==> src/rtl/exc_pkg.sv <==
package exc_pkg;

    localparam int XLEN       = 32;
    localparam int NUM_CAUSES = 2;
    localparam int CAUSE_W    = $clog2(NUM_CAUSES);

    typedef enum logic [CAUSE_W-1:0] {
        CAUSE_UNDEF = 1'b0,
        CAUSE_OVF   = 1'b1
    } exc_cause_e;

    typedef struct packed {
        logic             valid;
        exc_cause_e       cause;
        logic [XLEN-1:0]  pc;
    } exc_rec_t;

    function automatic logic [XLEN-1:0] pc_after(input logic [XLEN-1:0] pc,
                                                 input logic [XLEN-1:0] step);
        return pc + step;
    endfunction

endpackage

==> src/rtl/exc_arbiter.sv <==
module exc_arbiter
    import exc_pkg::*;
(
    input  logic            id_undef,
    input  logic [XLEN-1:0] id_pc,
    input  logic            ex_ovf,
    input  logic [XLEN-1:0] ex_pc,
    output exc_rec_t        rec
);
    // Execute holds the older instruction, so its fault wins.
    always_comb begin
        rec = '0;
        if (ex_ovf) begin
            rec.valid = 1'b1;
            rec.cause = CAUSE_OVF;
            rec.pc    = ex_pc;
        end else if (id_undef) begin
            rec.valid = 1'b1;
            rec.cause = CAUSE_UNDEF;
            rec.pc    = id_pc;
        end
    end
endmodule

==> src/rtl/exc_vector.sv <==
module exc_vector
    import exc_pkg::*;
#(
    parameter logic [XLEN-1:0] COMMON_ENTRY = 32'h8000_0180,
    parameter logic [XLEN-1:0] VEC_BASE     = 32'hC000_0000,
    parameter logic [XLEN-1:0] VEC_STRIDE   = 32'h0000_0020
) (
    input  logic            vec_mode,
    input  exc_cause_e      cause,
    output logic [XLEN-1:0] entry
);
    localparam int PAD_W = XLEN - CAUSE_W;

    logic [XLEN-1:0] idx;
    assign idx = {{PAD_W{1'b0}}, cause};

    always_comb begin
        if (vec_mode) entry = VEC_BASE + idx * VEC_STRIDE;
        else          entry = COMMON_ENTRY;
    end
endmodule

==> src/rtl/exc_state.sv <==
module exc_state
    import exc_pkg::*;
#(
    parameter logic [XLEN-1:0] PC_STEP = 32'd4
) (
    input  logic            clk,
    input  logic            rst,
    input  exc_rec_t        rec,
    output logic [XLEN-1:0] epc,
    output exc_cause_e      cause
);
    always_ff @(posedge clk) begin
        if (rst) begin
            epc   <= '0;
            cause <= CAUSE_UNDEF;
        end else if (rec.valid) begin
            epc   <= pc_after(rec.pc, PC_STEP);
            cause <= rec.cause;
        end
    end
endmodule

==> src/rtl/precise_exc_ctrl.sv <==
module precise_exc_ctrl
    import exc_pkg::*;
#(
    parameter logic [XLEN-1:0] COMMON_ENTRY = 32'h8000_0180,
    parameter logic [XLEN-1:0] VEC_BASE     = 32'hC000_0000,
    parameter logic [XLEN-1:0] VEC_STRIDE   = 32'h0000_0020,
    parameter logic [XLEN-1:0] PC_STEP      = 32'd4
) (
    input  logic            clk,
    input  logic            rst,
    input  logic            vec_mode,
    input  logic            id_undef,
    input  logic [XLEN-1:0] id_pc,
    input  logic            ex_ovf,
    input  logic [XLEN-1:0] ex_pc,
    input  logic            ex_regwrite_in,
    input  logic            br_redirect,
    input  logic [XLEN-1:0] br_target,
    output logic            redirect_valid,
    output logic [XLEN-1:0] redirect_pc,
    output logic            flush_if,
    output logic            flush_id,
    output logic            flush_ex,
    output logic            ex_regwrite_out,
    output logic [XLEN-1:0] epc_out,
    output logic            cause_out
);
    exc_rec_t        rec;
    logic [XLEN-1:0] entry;
    exc_cause_e      cause_q;

    exc_arbiter u_arb (
        .id_undef (id_undef),
        .id_pc    (id_pc),
        .ex_ovf   (ex_ovf),
        .ex_pc    (ex_pc),
        .rec      (rec)
    );

    exc_vector #(
        .COMMON_ENTRY (COMMON_ENTRY),
        .VEC_BASE     (VEC_BASE),
        .VEC_STRIDE   (VEC_STRIDE)
    ) u_vec (
        .vec_mode (vec_mode),
        .cause    (rec.cause),
        .entry    (entry)
    );

    exc_state #(.PC_STEP(PC_STEP)) u_state (
        .clk   (clk),
        .rst   (rst),
        .rec   (rec),
        .epc   (epc_out),
        .cause (cause_q)
    );

    assign cause_out = cause_q;

    // Fault and younger instructions are squashed; older stages proceed.
    always_comb begin
        flush_if        = rec.valid;
        flush_id        = rec.valid;
        flush_ex        = rec.valid && (rec.cause == CAUSE_OVF);
        ex_regwrite_out = ex_regwrite_in && !ex_ovf;
    end

    // A fault redirect has precedence over a branch redirect.
    always_comb begin
        if (rec.valid) begin
            redirect_valid = 1'b1;
            redirect_pc    = entry;
        end else begin
            redirect_valid = br_redirect;
            redirect_pc    = br_target;
        end
    end
endmodule

==> config.mk <==
export PLATFORM = sky130hd
export DESIGN_NAME = precise_exc_ctrl
export DESIGN_NICKNAME = d
export VERILOG_FILES = /design/src/rtl/exc_pkg.sv /design/src/rtl/exc_arbiter.sv /design/src/rtl/exc_vector.sv /design/src/rtl/exc_state.sv /design/src/rtl/precise_exc_ctrl.sv
export SDC_FILE = /design/constraint.sdc
export NUM_CORES = 1
export LEC_CHECK = 0
export BUFFER_PORTS_ARGS = -buffer_cell sky130_fd_sc_hd__buf_2
export CAP_MARGIN = 15
export CELL_PAD_IN_SITES_DETAIL_PLACEMENT = 1
export CELL_PAD_IN_SITES_GLOBAL_PLACEMENT = 1
export CORE_UTILIZATION = 26
export CTS_CLUSTER_SIZE = 40
export DETAILED_ROUTE_END_ITERATION = 12
export PLACE_DENSITY_LB_ADDON = 0.1
export REMOVE_ABC_BUFFERS = 1
export SYNTH_ARGS = -nofsm -noshare
export SYNTH_HDL_FRONTEND = slang
export SYNTH_SLANG_ARGS = --single-unit
==> constraint.sdc <==
create_clock -name clk -period 2.75 [get_ports clk]
set_input_delay 0.1375 -clock clk [delete_from_list [all_inputs] [get_ports clk]]
set_output_delay 0.1375 -clock clk [all_outputs]
set_load 0.02 [all_outputs]
==> out/results.ini <==
[status]
run_status = finished, final reports clean

[critical_path]
max_stage_delay_ns = 0.59
slowest_stage = a22oi_1
cp-startpoint = id_undef
crit_fanout = 8
start_kind = input pin
cp_top_family = compound AO/OA/AOI/OAI gates
cp.required_ns = 2.93
r2r_end = u_state.epc[27]
critPathKind = input pin to flip-flop
cp_num_cells = 9
crit_path_end = u_state.epc[14]
path_buf_inv = 1
rr_worst_depth = 3
arrival_ns = 2.67
crit-reg2reg-launch = u_state.epc[27]
endpoint_kind = flip-flop
cp_cell_sequence = buf_2 > nand2_1 > o21ai_0 > ha_1 > nand4b_1 > a22oi_1 > nand3_1 > xor2_1 > a2111oi_0
ff2ff_setup_slack_ns = 1.73

[global_route]
grt_overflow = 0
grt_pass1_vias = 3517
antenna_found_initial = 0
grt_max_degree = 92
grt_pass1_wl_um = 17500
track_usage_pct = 19.71

[routing]
dr.pass1.iters = 4
drt_wl_total_um = 10910
ant_nets = 0
vias = 3513
viasPerCell = 5.106
drt_iter0_markers = 125
drc_errors = 0
drt-wirelength-per-cell_um = 15.86

[place]
port_buffers = 172
dp.final_hpwl_um = 8613
place.gp.congestion = 0.8388
preCtsSetupSlack_ns = -0.03853

[floorplan]
num_io_pins = 173
rows = 37
die-height_um = 105.3
initial_core_util_pct = 26.86
die_area_mm2 = 0.01108
die_x_um = 105.3
core_area_mm2 = 0.01032

[synthesis]
yosysSeqAreaShare_pct = 23.83
yosysUniqueCellTypes = 52
yosysMostFrequentCell = nand2_1
avgSynthCellArea_um2 = 7.109
async_reset_ff_share_pct = 0
ys_ff_latch = 33
synth_largest_area_cell = dfxtp_1
netlist_instances = 390
yosys_warnings = 0
ys.flop_type = dfxtp_1
synth.cell_area_mm2 = 0.002773
ys_top_cells_by_area = dfxtp_1, nand2_1, and2_1
synth_edf_count = 0
synthTopCellsByCount = nand2_1, dfxtp_1, a21oi_1, and2_1, nand3_1
synth_top_area_share_pct = 23.83

[clocking]
cts_tree = done
cts_num_sinks = 33
cts_setup_buffers = 0
clkTransAtPathRegs_ns = 0.08
clock_path_buffers = 2
clock_latency_ns = 0.29
cts_made_buffers = 5
holdBufCountCts = 0
h-tree-depth = 2
cts_resized = 0
root_buffer = clkbuf_8

[sta]
fmax_mhz = 402.7
finalCritPeriodShare_pct = 90.30
maxSlewViolCount = 0
max-slew-margin-rel_pct = 57.84
worstMarginPinSlew_ns = 0.6324
period_minus_slack_ns = 2.483
tns_ns = 0
skew_ns = 0
setup_viol = 0
finalHoldViolCount = 0
setup_slack_ns = 0.2666
rsz0062_at_grt = false

[cells_and_area]
utilization_pct = 37.26
layout-drive-gt1-share_pct = 36.05
area_delta_synth_final_pct = 38.72
nets = 655
diodes = 0

[pwr]
comb_power_share_pct = 34.1
p_int_mw = 0.8772
power_frac_seq_pct = 38.5
ir_drop_uv = 131.1
total_leakage_power_nw = 1.829
power_per_cell_area_mw_per_mm2 = 358.7
p_sw_share_pct = 36.42
clkPwrFrac_pct = 27.4
switchingPower_mw = 0.5024

[run]
cap_violations = 0

[worst_hold_path]
hold_class = input pin to flip-flop

==> worst min-delay path by stage <==
stage	start	endpoint	depth (start not counted)
after floorplan	rst	u_state.epc[28]	1
after global placement	ex_pc[1]	u_state.epc[1]	3
after detailed placement	ex_pc[0]	u_state.epc[0]	3
after CTS	ex_pc[1]	u_state.epc[1]	3
after global routing	ex_pc[1]	u_state.epc[1]	3
final	ex_pc[1]	u_state.epc[1]	3
==> power by group through the flow <==
stage,Clock (mW),Combinational (mW),Sequential [mW]
floorplan,0,0.194,0.582
CTS,0.394,0.477,0.531
finish,0.379,0.470,0.531
global route,0.408,0.518,0.535
global placement,0,0.468,0.542
detailed placement,0,0.475,0.542
==> worst reg2reg max path, delay by kind of cell (launching register included) <==
family	cells	cell delay, ns
compound gates	3	0.55
flops	1	0.35
==> state kept, by name, indices dropped and copies added (netlist names) <==
signal,count
u_state.epc,32
u_state.cause,1
==> area by class of cell <==
class | count | area [um2]
clock buffer | 6 | 72.57
clock inverter | 2 | 10.01
fill | 1358 | 6477
inverter | 7 | 26.28
multi-input combinational | 319 | 1936
sequential | 33 | 660.6
tap | 136 | 170.2
timing repair buffer | 185 | 970.9
==> metrics by stage <==
step | area, um2 | instances | hold WS [ns] | power [mW]
2_1_floorplan | 2615 | 359 | 0.2064 | 0.7753
3_3_place_gp | 3764 | 680 | 0.3740 | 1.010
3_5_place_dp | 3764 | 680 | 0.3906 | 1.017
4_1_cts | 3846 | 688 | 0.07493 | 1.402
5_1_grt | 3846 | 688 | 0.1008 | 1.461
6_report | 3846 | 688 | 0.08130 | 1.380
==> placed cells by master (no fill, tap or decap), types with 2 or more instances in the layout <==
cell type    n
buf_4       12
a22oi_1     12
nand3_1     27
nand3b_1     7
and3_1       2
a211oi_1     2
inv_1        7
a2111oi_0    2
a222oi_1     4
a21oi_1     31
nor4b_1      2
buf_2      172
o31ai_1      2
nor3_1       7
nand2_1     67
mux2i_1      3
a22oi_2      2
nor2b_1      2
nor3b_1      2
nand4b_1    15
nand2b_1     2
a22o_1       4
a31oi_1      3
and3b_1      2
or3_1        5
xor2_1       8
nand4_1     10
dfxtp_1     33
and2_1      31
a221oi_1     2
o21a_1       4
o211a_1      2
clkbuf_8     5
a21boi_0     2
clkinv_2     2
xnor2_1      7
o21ai_0     13
nor2_1      21
==> cell families after synthesis <==
logic type                 count (synthesis)  share of synthesized area (%)
and+or+nand+nor                          206                          39.89
AOI/OAI and AO/OA                         93                          22.97
buffers and inverters                     38                          6.634
DFF                                       33                          23.83
xor gates and xnor gates                  15                          4.738
muxes                                      4                          1.489
adders and majority gates                  1                         0.4512
==> layer usage <==
layer / track usage (%) / wire (um)
met2: 35.76 / 5341
met1: 23.56 / 4745
met5: 0 / 0
met3: 4.391 / 740
met4: 4.225 / 82
Power figures use the tool's default switching activity.
